File: config.mk
export PLATFORM = sky130hd
export DESIGN_NAME = jtag_chain_probe
export DESIGN_NICKNAME = d
export VERILOG_FILES = /design/src/rtl/jcp_pkg.sv /design/src/rtl/jcp_tck_gen.sv /design/src/rtl/jcp_marker_win.sv /design/src/rtl/jcp_capture.sv /design/src/rtl/jtag_chain_probe.sv
export SDC_FILE = /design/constraint.sdc
export NUM_CORES = 1
export LEC_CHECK = 0
export BUFFER_PORTS_ARGS = -buffer_cell sky130_fd_sc_hd__buf_2
export CAP_MARGIN = 0
export CORE_MARGIN = 2
export CORE_UTILIZATION = 40
export CTS_CLUSTER_DIAMETER = 30
export DETAILED_ROUTE_END_ITERATION = 8
export SLEW_MARGIN = 40
export SYNTH_ARGS = -nofsm -noshare
export SYNTH_HDL_FRONTEND = slang
export SYNTH_SLANG_ARGS = --single-unit
File: constraint.sdc
create_clock -name clk -period 2.95 [get_ports clk]
set_clock_uncertainty 0.05 [all_clocks]
set_input_delay 0.295 -clock clk [delete_from_list [all_inputs] [get_ports clk]]
set_output_delay 0.295 -clock clk [all_outputs]
set_load 0.02 [all_outputs]
File: src/rtl/jcp_pkg.sv
package jcp_pkg;

  // Engine phases; each non-idle phase counts rising TCK strobes.
  typedef enum logic [2:0] {
    ST_IDLE = 3'd0,
    ST_TRST = 3'd1,
    ST_TLR  = 3'd2,
    ST_NAV  = 3'd3,
    ST_FILL = 3'd4,
    ST_MARK = 3'd5,
    ST_EXIT = 3'd6,
    ST_DONE = 3'd7
  } probe_st_e;

  // TMS walk from Test-Logic-Reset to Shift-IR, bit k used on step k.
  localparam logic [4:0] NAV_TMS = 5'b00110;

endpackage

File: src/rtl/jcp_tck_gen.sv
module jcp_tck_gen #(
  parameter int unsigned DIV = 2
) (
  input  logic clk,
  input  logic rst_n,
  input  logic run,
  output logic tck,
  output logic rise_stb,
  output logic fall_stb
);

  localparam int unsigned DW = (DIV > 1) ? $clog2(DIV) : 1;
  localparam logic [DW-1:0] DIV_LAST = DW'(DIV - 1);

  logic [DW-1:0] div_q, div_d;
  logic          tck_q, tck_d;
  logic          wrap;

  assign wrap     = run && (div_q == DIV_LAST);
  assign rise_stb = wrap && !tck_q;
  assign fall_stb = wrap && tck_q;
  assign tck      = tck_q;

  always_comb begin
    div_d = div_q;
    tck_d = tck_q;
    if (!run) begin
      div_d = '0;
      tck_d = 1'b0;
    end else if (wrap) begin
      div_d = '0;
      tck_d = ~tck_q;
    end else begin
      div_d = div_q + 1'b1;
    end
  end

  always_ff @(posedge clk or negedge rst_n) begin
    if (!rst_n) begin
      div_q <= '0;
      tck_q <= 1'b0;
    end else begin
      div_q <= div_d;
      tck_q <= tck_d;
    end
  end

endmodule

File: src/rtl/jcp_marker_win.sv
module jcp_marker_win #(
  parameter int unsigned       MARK_W = 8,
  parameter logic [MARK_W-1:0] MARKER = 8'h5A
) (
  input  logic clk,
  input  logic rst_n,
  input  logic clr,
  input  logic shift,
  input  logic bit_in,
  output logic hit
);

  logic [MARK_W-1:0] win_q, win_d, win_n;

  // Newest TDO bit enters at the LSB, so a marker sent MSB first lines up.
  assign win_n = {win_q[MARK_W-2:0], bit_in};
  assign hit   = shift && (win_n == MARKER);

  always_comb begin
    win_d = win_q;
    if (clr)        win_d = '1;
    else if (shift) win_d = win_n;
  end

  always_ff @(posedge clk or negedge rst_n) begin
    if (!rst_n) win_q <= '1;
    else        win_q <= win_d;
  end

endmodule

File: src/rtl/jcp_capture.sv
module jcp_capture #(
  parameter int unsigned DEPTH = 256
) (
  input  logic             clk,
  input  logic             rst_n,
  input  logic             shift,
  input  logic             bit_in,
  output logic [DEPTH-1:0] cap
);

  logic [DEPTH-1:0] cap_q, cap_d;

  // Right shift: after DEPTH shifts the first bit in sits at index 0.
  for (genvar i = 0; i < DEPTH; i++) begin : g_cell
    if (i == DEPTH - 1) begin : g_top
      assign cap_d[i] = shift ? bit_in : cap_q[i];
    end else begin : g_mid
      assign cap_d[i] = shift ? cap_q[i+1] : cap_q[i];
    end
  end

  always_ff @(posedge clk or negedge rst_n) begin
    if (!rst_n) cap_q <= '0;
    else        cap_q <= cap_d;
  end

  assign cap = cap_q;

endmodule

File: src/rtl/jtag_chain_probe.sv
module jtag_chain_probe
  import jcp_pkg::*;
#(
  parameter int unsigned       DIV       = 2,
  parameter int unsigned       MAX_LEN   = 256,
  parameter int unsigned       MARK_W    = 8,
  parameter logic [MARK_W-1:0] MARKER    = 8'h5A,
  parameter int unsigned       TRST_TCK  = 2,
  parameter int unsigned       RESET_TCK = 5,
  localparam int unsigned      LEN_W     = $clog2(MAX_LEN + 1)
) (
  input  logic               clk,
  input  logic               rst_n,
  input  logic               start,
  input  logic               tdo,
  output logic               tck,
  output logic               tms,
  output logic               tdi,
  output logic               trst_n,
  output logic               done,
  output logic               err,
  output logic [LEN_W-1:0]   chain_len,
  output logic [MAX_LEN-1:0] capture
);

  localparam int unsigned     CNT_W      = $clog2(MAX_LEN + MARK_W + 1);
  localparam logic [CNT_W-1:0] TRST_LAST = CNT_W'(TRST_TCK - 1);
  localparam logic [CNT_W-1:0] TLR_LAST  = CNT_W'(RESET_TCK - 1);
  localparam logic [CNT_W-1:0] NAV_LAST  = CNT_W'(4);
  localparam logic [CNT_W-1:0] FILL_LAST = CNT_W'(MAX_LEN - 1);
  localparam logic [CNT_W-1:0] TMO_CNT   = CNT_W'(MAX_LEN + MARK_W - 1);
  localparam logic [CNT_W-1:0] MK_OFS    = CNT_W'(MARK_W - 1);
  localparam logic [CNT_W-1:0] MK_CNT    = CNT_W'(MARK_W);
  localparam logic [CNT_W-1:0] EXIT_END  = CNT_W'(3);
  localparam logic [MARK_W-1:0] MK_TOP   = MARK_W'(1) << (MARK_W - 1);

  probe_st_e        state_q, state_d;
  logic [CNT_W-1:0] cnt_q, cnt_d;
  logic [LEN_W-1:0] lenw_q, lenw_d, len_q, len_d;
  logic             tmo_q, tmo_d, err_q, err_d;
  logic [2:0]       drv_q, drv_d, drv_v;   // {trst_n, tms, tdi}
  logic             run, rise_stb, fall_stb, hit, accept;
  logic             win_clr, win_shift, cap_shift, nav_bit, mk_bit;

  assign accept    = (state_q == ST_IDLE) && start;
  assign run       = (state_q != ST_IDLE) && (state_q != ST_DONE);
  assign win_clr   = (state_q != ST_MARK);
  assign win_shift = rise_stb && (state_q == ST_MARK);
  assign cap_shift = rise_stb && (state_q == ST_FILL);

  jcp_tck_gen #(.DIV(DIV)) u_tck (
    .clk(clk), .rst_n(rst_n), .run(run),
    .tck(tck), .rise_stb(rise_stb), .fall_stb(fall_stb)
  );

  jcp_marker_win #(.MARK_W(MARK_W), .MARKER(MARKER)) u_win (
    .clk(clk), .rst_n(rst_n), .clr(win_clr), .shift(win_shift),
    .bit_in(tdo), .hit(hit)
  );

  jcp_capture #(.DEPTH(MAX_LEN)) u_cap (
    .clk(clk), .rst_n(rst_n), .shift(cap_shift), .bit_in(tdo), .cap(capture)
  );

  // Phase sequencing, advanced on rising TCK strobes.
  always_comb begin
    state_d = state_q;
    cnt_d   = cnt_q;
    lenw_d  = lenw_q;
    tmo_d   = tmo_q;
    unique case (state_q)
      ST_IDLE: if (start) begin state_d = ST_TRST; cnt_d = '0; end
      ST_TRST: if (rise_stb) begin
        if (cnt_q == TRST_LAST) begin state_d = ST_TLR; cnt_d = '0; end
        else cnt_d = cnt_q + 1'b1;
      end
      ST_TLR: if (rise_stb) begin
        if (cnt_q == TLR_LAST) begin state_d = ST_NAV; cnt_d = '0; end
        else cnt_d = cnt_q + 1'b1;
      end
      ST_NAV: if (rise_stb) begin
        if (cnt_q == NAV_LAST) begin state_d = ST_FILL; cnt_d = '0; end
        else cnt_d = cnt_q + 1'b1;
      end
      ST_FILL: if (rise_stb) begin
        if (cnt_q == FILL_LAST) begin state_d = ST_MARK; cnt_d = '0; end
        else cnt_d = cnt_q + 1'b1;
      end
      ST_MARK: if (rise_stb) begin
        if (hit) begin
          state_d = ST_EXIT; cnt_d = '0; tmo_d = 1'b0;
          lenw_d  = LEN_W'(cnt_q - MK_OFS);
        end else if (cnt_q == TMO_CNT) begin
          state_d = ST_EXIT; cnt_d = '0; tmo_d = 1'b1; lenw_d = '0;
        end else begin
          cnt_d = cnt_q + 1'b1;
        end
      end
      ST_EXIT: begin
        if (rise_stb) cnt_d = cnt_q + 1'b1;
        else if (fall_stb && (cnt_q == EXIT_END)) state_d = ST_DONE;
      end
      default: state_d = ST_IDLE;
    endcase
  end

  // Pin values applied at the next falling TCK strobe.
  always_comb begin
    nav_bit = |(NAV_TMS & (5'b00001 << cnt_q[2:0]));
    mk_bit  = |(MARKER & (MK_TOP >> cnt_q));
    unique case (state_q)
      ST_TRST: drv_v = 3'b011;
      ST_TLR:  drv_v = 3'b111;
      ST_NAV:  drv_v = {1'b1, nav_bit, 1'b1};
      ST_MARK: drv_v = {2'b10, (cnt_q < MK_CNT) ? mk_bit : 1'b1};
      ST_EXIT: drv_v = {1'b1, (cnt_q < CNT_W'(2)), 1'b1};
      default: drv_v = 3'b101;
    endcase
  end

  always_comb begin
    drv_d = drv_q;
    if (accept)        drv_d = {1'b0, drv_q[1:0]};
    else if (fall_stb) drv_d = drv_v;
  end

  // Result registers: loaded on entry to DONE, error cleared on accept.
  always_comb begin
    len_d = len_q;
    err_d = err_q;
    if (accept) err_d = 1'b0;
    if ((state_q == ST_EXIT) && (state_d == ST_DONE)) begin
      len_d = lenw_q;
      err_d = tmo_q;
    end
  end

  always_ff @(posedge clk or negedge rst_n) begin
    if (!rst_n) begin
      state_q <= ST_IDLE;
      cnt_q   <= '0;
      lenw_q  <= '0;
      tmo_q   <= 1'b0;
      drv_q   <= 3'b111;
      len_q   <= '0;
      err_q   <= 1'b0;
    end else begin
      state_q <= state_d;
      cnt_q   <= cnt_d;
      lenw_q  <= lenw_d;
      tmo_q   <= tmo_d;
      drv_q   <= drv_d;
      len_q   <= len_d;
      err_q   <= err_d;
    end
  end

  assign trst_n    = drv_q[2];
  assign tms       = drv_q[1];
  assign tdi       = drv_q[0];
  assign done      = (state_q == ST_DONE);
  assign err       = err_q;
  assign chain_len = len_q;

endmodule

== After elaboration in Yosys (flattened, before gate mapping) ==
Cells that the tools add are included.
Widths: inputs -> output; s select.
Word-level totals
  logic and storage cells: 111
  bits of input ports: 4
  register bits after elaboration: 300
Operators by class
  reductions and logical operators: 24
  shift operators: 2
  magnitude comparators: 2
  muxes and demuxes: 43
  equality and inequality tests: 23
  bitwise gates (word level): 2
  $add $sub $neg: 3
Operator list (count)
  $mux 9: 13
  $pmux 9 s6: 1
  $mux 3: 16
  $pmux 3 s7: 1
  $eq 3x3->1 const B: 5
  $pmux 3 s5: 1
  $mux 7: 2
  $ne 2x2->1 const B: 6
  $logic_and 1x1->1: 10
  $add 9x1->9 const B: 1
  $eq 9x1->1 const B: 1
  $eq 9x2->1 const B: 1
  $eq 9x3->1 const B: 1
  $eq 9x8->1 const B: 1
  $eq 9x9->1 const B: 1
  $lt 9x2->1 const B: 1
  $lt 9x4->1 const B: 1
  $mux 1: 9
  $shr 8x9->7 const A: 1
  $sub 9x3->9 const B: 1
  $eq 8x7->1 const B: 1
  $reduce_bool 2->1: 4
  $reduce_and 7->1: 1
  $eq 3x2->1 const B: 2
  other kinds (14): 17

== Logic depth before layout (Yosys ltp) ==
Gate-level depths: netlist of run 1.
  depth after elaboration: 12
  depth in mapped cells: 9
  depth with buffers taken out: 9

== Hierarchy ==
From an unflattened synthesis of run 1, not the netlist that was laid out.
Second synthesis, totals
  cells, all modules: 782
  area, all modules: 12042.8 um^2
Modules (own cells, without submodules)
  jcp_capture: cells an instance 540, area an instance 9594.2 um^2, times used 1
  jtag_chain_probe: cells an instance 208, area an instance 2035.7 um^2, times used 1
  jcp_marker_win: cells an instance 26, area an instance 324.1 um^2, times used 1
  jcp_tck_gen: cells an instance 8, area an instance 88.8 um^2, times used 1

== Least setup slack after synthesis of run 1 ==
No wires, ideal clock.
  path type: reg2reg
  start: register cnt_q[5]
  end: register len_q[0], in the netlist chain_len[0]
  arrival time: 2.333 ns
  path buffers: 2
  slack: 0.442 ns
  period minus slack after synthesis: 2.508 ns
  required time: 2.775 ns
  stages on the path, launching flop included: 7
  cells stage by stage: dfrtp_1 > buf_6 > or4_4 > or3_4 > or4b_4 > buf_6 > mux2_4
On the way
  cells in the longest elaborated chain, start to end: 7
RTL lines
  start: declaration: RTL line jtag_chain_probe.sv:38  | logic [CNT_W-1:0] cnt_q, cnt_d;
  start signal: assignment: RTL line jtag_chain_probe.sv:149  | cnt_q <= cnt_d;
  $eq 9x9->1 / $eq 9x2->1 (equally long branches): RTL line jtag_chain_probe.sv:93, jtag_chain_probe.sv:101
  $mux 3 / $logic_and 1x1->1 (equally long branches): RTL line jtag_chain_probe.sv:93, jtag_chain_probe.sv:101
  $mux 3, on equally long branches: RTL line jtag_chain_probe.sv:90, jtag_chain_probe.sv:101
  $mux 3, on equally long branches: RTL line jtag_chain_probe.sv:89, jtag_chain_probe.sv:100
  $pmux 3 s7 *: RTL line jtag_chain_probe.sv:71  | unique case (state_q)
  $eq 3x3->1 *: RTL line jtag_chain_probe.sv:132  | if ((state_q == ST_EXIT) && (state_d == ST_DONE)) begin
  $logic_and 1x1->1 *: RTL line jtag_chain_probe.sv:132
  end signal: assignment: RTL line jtag_chain_probe.sv:153  | len_q <= len_d;
  end: declaration: RTL line jtag_chain_probe.sv:39  | logic [LEN_W-1:0] lenw_q, lenw_d, len_q, len_d;
Every way passes the cells marked *; elsewhere a longest branch is shown, timed or not.
A chain may end at the register's enable or synchronous reset.

== Final worst setup path of run 1 ==
  start: register cnt_q[0]
  end: register cnt_q[6]
On the way
  cells in the longest elaborated chain, start to end: 5
RTL lines
  $add 9x1->9 / $eq 9x9->1 (equally long branches)
  $mux 9: RTL line jtag_chain_probe.sv:93  | end else if (cnt_q == TMO_CNT) begin
  $mux 9: RTL line jtag_chain_probe.sv:90  | if (hit) begin
  $mux 9: RTL line jtag_chain_probe.sv:89  | ST_MARK: if (rise_stb) begin
  $pmux 9 s6 *: RTL line jtag_chain_probe.sv:71
Every way passes the cells marked *; elsewhere a longest branch is shown, timed or not. The select of a mux whose other input is x is not followed.

==> results.txt, run 1 <==
Layout area overhead - 35.1%
H-tree depth - 3
Sink Count - 300
Hpwl dp - 19900 µm
Distinct cells, synth - 50
Routed WL - 30700 µm
Antenna Nets Post-Route - 0
Initial antenna violation count - 0
Post-Synthesis Cells - 1344
RSZ-0062 raised after global routing - false
Final setup viols - 0
Max Cap Viol - 0
Die height - 177 µm
Row count - 63
Critical path class - reg2reg
Setup bufs post-CTS - 0
Crit. End Element - register
Final Cell Area - 16100 µm²
Clock Path Buffers - 3
Core area - 29500 µm²
# diodes - 0
Routability cong. - 0.867
Post-synth EDFFs - 0
Vias per inst - 4.71
Final hold vios - 0
Slew Limit Fails - 0
Worst-skew pair later-pin latency - 0.54 ns
CP max-delay cell - or4bb_1
Synth Area in Adders - 0.00629
Worst Path Max Fanout - 9
GRT Util Overall - 0.198
First-pass GRT wire length - 50200 µm
Routed vias - 9779
Largest family of logic cells by synthesized area - simple AND/OR/NAND/NOR gates
Status - complete, no violations
Yosys reg bits - 300
Mean area per synthesized cell - 8.88 µm²
PD cells - 728 nW/µm²
Post-synthesis compound-gate area fraction - 0.0270
Sequential element share of the synthesized area - 0.630
Clock transition at path regs - 0.04 ns
Initial core utilization - 0.405
FILL cells - 2683
Simple-gate share of the synthesized area - 0.292
Period utilization - 0.886
TritonCTS clock tree - yes
Rel. slew slack - 0.542
Setup TNS - 0 ns
Post-synthesis instance area - 11900 µm²
IO buf count - 274
DRT iter0 DRCs - 561
Mux contribution to synthesized area - 0.0110
R2r worst-path depth - 8
Root Driver - clkbuf_16
Min Tclk post-route - 2.61 ns
Total CTS buffers - 67
Die width - 177 µm
GR Overflow Total - 0
Post-DP Area - 13800 µm²
Synth warnings - 0
Share of cells above drive strength 1 - 0.258
Largest net degree at the start of global routing - 112
Maximum vdd drop - 0.401 mV
Io pins - 275
FFs w/ async S/R, synth - 1.00
Vias in the first global route - 9621
Residual DRC count - 0
Synth Area in XOR/XNOR - 0.00514
Net Count, Synth - 1354
Worst EP required - 3.31 ns
RR Startpoint - cnt_q[0]$_DFFE_PN0P_
Reg2reg setup slack - 0.34 ns
Critical Path, Cell by Cell - inv_1 -> ha_1 -> or4bb_1 -> o311ai_0 -> o21ai_1 -> buf_4 -> o211ai_1 -> a22oi_1
Full die area - 31200 µm²
First-pass iteration count of the detailed router - 4
Slowest stage delay, CP - 0.52 ns
Worst EP arrival - 2.97 ns
Reg2reg end - cnt_q[6]$_DFFE_PN0P_
Max Freq - 383 MHz
Worst setup path startpoint - cnt_q[0]$_DFFE_PN0P_
Static leakage - 9.51 nW
Nets - 1643
Crit path launch type - register
WL per Instance - 14.8 µm
Hold Crit Class - in2async
Main synth FF type - dfrtp_1
Tightest Pin Transition - 0.687 ns
Final cell utilization of the core - 0.547
synthesized netlist by cell type, types with 4 or more instances:
master,instances,area share
nor4_1,4,0.0021
buf_1,5,0.0016
mux2_4,8,0.010
nand3_1,20,0.0084
ha_1,6,0.0063
or3_1,4,0.0021
dfstp_2,10,0.022
o21ai_0,17,0.0071
nand2_1,812,0.26
nor3_1,8,0.0034
xnor2_1,5,0.0037
clkbuf_1,63,0.020
dfrtp_1,290,0.61
o31ai_1,4,0.0025
nor2_1,17,0.0053
inv_1,13,0.0041
a21oi_1,5,0.0021
o211ai_1,6,0.0038
worst max-delay path, delay by kind of cell, from the launching register on:
family,cells,cell delay [ns]
DFF,1,0.47
and+or+nand+nor,1,0.52
buffers and inverters,2,0.34
adders and majority gates,1,0.16
AOI/OAI and AO/OA,4,0.95
power by group:
part,internal [mW],switching [mW],leakage [nW]
logic,0.0145,0.0822,4.27
registers,4.13,0,4.11
clock network,5.11,2.41,1.13
kinds of logic (layout without fill, tap and decap cells):
kind of cell / count (synthesis) / count (layout)
and+or+nand+nor: 887 / 887
DFF: 300 / 300
buffers and inverters: 86 / 428
AOI/OAI and AO/OA: 49 / 49
muxes: 9 / 9
xor gates and xnor gates: 7 / 7
adders and majority gates: 6 / 6
registers in the layout, indices dropped and copies added, names as in the netlist:
| register | cells |
|---|---|
| state_q | 3 |
| drv_q | 3 |
| u_tck.tck | 1 |
| u_win.win_q | 7 |
| err | 1 |
| cnt_q | 9 |
| chain_len | 9 |
| tmo_q | 1 |
| u_tck.div_q | 1 |
| lenw_q | 9 |
| u_cap.cap | 256 |
cells in the final DEF (no fill, tap or decap), types with 3 or more instances in the layout:
master	instances
a21oi_1	5
buf_12	8
buf_2	273
buf_4	8
bufinv_16	8
clkbuf_1	7
clkbuf_16	67
clkbuf_8	8
clkinv_2	16
clkinvlp_4	7
dfrtp_1	290
dfstp_2	10
dlygate4sd3_1	3
ha_1	6
inv_1	13
mux2_4	8
nand2_1	812
nand3_1	19
nor2_1	15
nor3_1	8
nor4_1	4
o211ai_1	6
o21ai_0	16
o311ai_0	3
o31ai_1	4
or3_1	4
xnor2_1	5
cell type report:
class	count	area, µm²	share of cell area
Timing Repair Buffer	293	1630	0.101
Tap cell	390	488	0.0303
Clock inverter	40	520	0.0323
Clock buffer	82	1810	0.112
Inverter	13	48.8	0.00303
Multi-Input combinational cell	958	4100	0.254
Sequential cell	300	7520	0.466
routing by layer:
metal / global-route usage / share of wire / vias to the layer above
met2: 0.291 / 0.44 / 288
met4: 0.0888 / 0.034 / 0
met5: 0 / 0 / -
met1: 0.263 / 0.44 / 4645
li1: - / - / 4778
met3: 0.0717 / 0.087 / 68
per-stage QoR:
stage	setup WS (ns)	std cells	power, mW	hold slack (ns)
floorplan	0.442	1344	4.19	-0.0506
global placement	0.296	1951	4.29	0.284
detailed placement	0.232	1951	4.29	0.283
CTS	0.220	2076	11.9	0.298
global route	0.129	2076	12.1	0.315
finish	0.337	2076	11.7	0.240
what timing repair did:
item / CTS / global route
resized for setup: 0 / 1
endpoints found under the setup margin: 0 / 4
endpoints found under the hold margin: 71 / 0
hold buffers: 3 / 0
worst max-delay path by stage:
stage | slack [ns] | endpoint | cells after the start
2_1_floorplan | 0.44 | chain_len[0]$_DFFE_PN0P_ | 6
3_3_place_gp | 0.30 | cnt_q[4]$_DFFE_PN0P_ | 7
3_5_place_dp | 0.23 | cnt_q[7]$_DFFE_PN0P_ | 7
4_1_cts | 0.22 | cnt_q[7]$_DFFE_PN0P_ | 7
5_1_grt | 0.13 | cnt_q[4]$_DFFE_PN0P_ | 7
6_report | 0.34 | cnt_q[6]$_DFFE_PN0P_ | 8
Power figures use the tool's default switching activity.
==> run 2: changes to the inputs <==
CORE_ASPECT_RATIO = 1.1   (was not set)
clock period = 3.2 ns   (was 2.95 ns; I/O delays follow)
==> run 2 against run 1 <==
First-iteration DRC count up 40%. Global-route usage down 0.70 points. Die area about the same. Highest routed layer unchanged.
==> results.txt, run 2 (synthesis results as in run 1) <==
Status - complete, no violations
Most common cell after layout, fill and taps aside - nand2_1
# resized after CTS - 0
Die width - 169 µm
Combinational share of power - 0.009
CP max-delay cell - or4bb_1
GRT Util Overall - 0.191
Max Cap Viol - 0
Tightest Pin Transition - 0.720 ns
Hpwl dp - 19400 µm
Met2 WL - 13800 µm
Share of cells above drive strength 1 - 0.257
Hold Crit Class - in2async
Critical path class - reg2reg
Rel. slew slack - 0.520
Root Driver - clkbuf_16
# diodes - 0
Maximum vdd drop - 0.446 mV
Min Tclk post-route - 2.77 ns
WL met3 - 2260 µm
IO buf count - 274
DRT iter0 DRCs - 785
Die height - 185 µm
FILL cells - 2759
Sink Count - 300
Row count - 66
Max Used Layer - met4
Slowest stage delay, CP - 0.52 ns
Worst EP required - 3.59 ns
Met1 wire length - 13200 µm
Period utilization - 0.867
First-pass iteration count of the detailed router - 5
Routed vias - 9744
Initial core utilization - 0.405
Nets - 1639
Reg power frac - 0.368
Layout area overhead - 33.6%
Clock power share - 0.623
Crit path max-delay family - compound AO/OA/AOI/OAI gates
Clock Path Buffers - 3
P_int - 8.17 mW
Max Freq - 361 MHz
Vias in the first global route - 9423
GR Overflow Total - 0
TritonCTS clock tree - yes
Clock transition at path regs - 0.05 ns
Routability cong. - 0.819
Residual DRC count - 0
WL per Instance - 14.6 µm
Sw Share - 0.209
Full die area - 31200 µm²
NetSw - 2.15 mW
Worst Path Max Fanout - 10
Worst EP arrival - 3.16 ns
RSZ-0062 raised after global routing - false
First-pass GRT wire length - 48800 µm
Critical Path, Cell by Cell - inv_1 -> ha_1 -> or4bb_1 -> o311ai_0 -> o21ai_1 -> o21ai_0 -> o211ai_1
Slew Limit Fails - 0
Most frequent cells in the layout - 812 x nand2_1, 290 x dfrtp_1, 273 x buf_2
Routed WL - 29900 µm
Worst hold slack - 0.307 ns
PD cells - 647 nW/µm²
Crit. End Element - register
Worst-skew pair later-pin latency - 0.58 ns
Max reg flops - 256
Antenna Nets Post-Route - 0
Total CTS buffers - 61
Largest net degree at the start of global routing - 102
Worst Path Buf+Inv - 1
Crit path launch type - register
H-tree depth - 2
Io pins - 275
Static leakage - 9.41 nW
Final hold vios - 0
Setup TNS - 0 ns
Core area - 29500 µm²
Final setup viols - 0
Vias per inst - 4.74
Initial antenna violation count - 0
Final cell utilization of the core - 0.541
run 2: power by group through the flow:
stage | clock (mW) | sequential, mW | combinational (mW)
final | 6.43 | 3.80 | 0.0919
after global routing | 6.78 | 3.80 | 0.110
after CTS | 6.56 | 3.80 | 0.0996
after detailed placement | 0 | 3.86 | 0.0961
after global placement | 0 | 3.86 | 0.0963
after floorplan | 0 | 3.86 | 0.000305
run 2: path summary, 6_finish.rpt:
| path | slack [ns] | startpoint | cells after the start | to |
|---|---|---|---|---|
| max in group asynchronous | 1.92 | rst_n | 3 | u_cap.cap[244]$_DFFE_PN0P_ |
| hold reg to reg | 0.42 | lenw_q[7]$_DFFE_PN0P_ | 2 | lenw_q[7]$_DFFE_PN0P_ |
| min in group clk | 0.42 | lenw_q[7]$_DFFE_PN0P_ | 2 | lenw_q[7]$_DFFE_PN0P_ |
| setup reg to reg | 0.43 | cnt_q[0]$_DFFE_PN0P_ | 7 | cnt_q[4]$_DFFE_PN0P_ |
| hold / removal | 0.31 | rst_n | 2 | cnt_q[7]$_DFFE_PN0P_ |
| setup / recovery | 0.43 | cnt_q[0]$_DFFE_PN0P_ | 7 | cnt_q[4]$_DFFE_PN0P_ |
run 2: layout make-up:
| type | count | area [µm²] | share of cell area |
|---|---|---|---|
| Clock buffer | 78 | 1720 | 0.108 |
| Clock inverter | 36 | 434 | 0.0272 |
| Inverter | 13 | 48.8 | 0.00306 |
| Multi-Input combinational cell | 958 | 4100 | 0.257 |
| Sequential cell | 300 | 7520 | 0.471 |
| Tap cell | 374 | 468 | 0.0293 |
| Timing Repair Buffer | 295 | 1660 | 0.104 |
run 2: per-layer routing:
layer	vias up	global-route usage
li1	4771	-
met1	4615	0.253
met2	307	0.299
met3	51	0.0568
met4	0	0.0686
met5	-	0
run 2: per-stage QoR:
stage | power, mW | std cells | area, µm² | setup WS (ns)
2_1_floorplan | 3.86 | 1344 | 11900 | 0.692
3_3_place_gp | 3.96 | 1937 | 13800 | 0.574
3_5_place_dp | 3.96 | 1937 | 13800 | 0.544
4_1_cts | 10.5 | 2054 | 15900 | 0.512
5_1_grt | 10.7 | 2054 | 16000 | 0.264
6_report | 10.3 | 2054 | 16000 | 0.427
run 2: what timing repair did:
item,CTS,global route
endpoints found under the setup margin,0,0
hold buffers,3,0
setup buffers,0,0
endpoints found under the hold margin,74,0
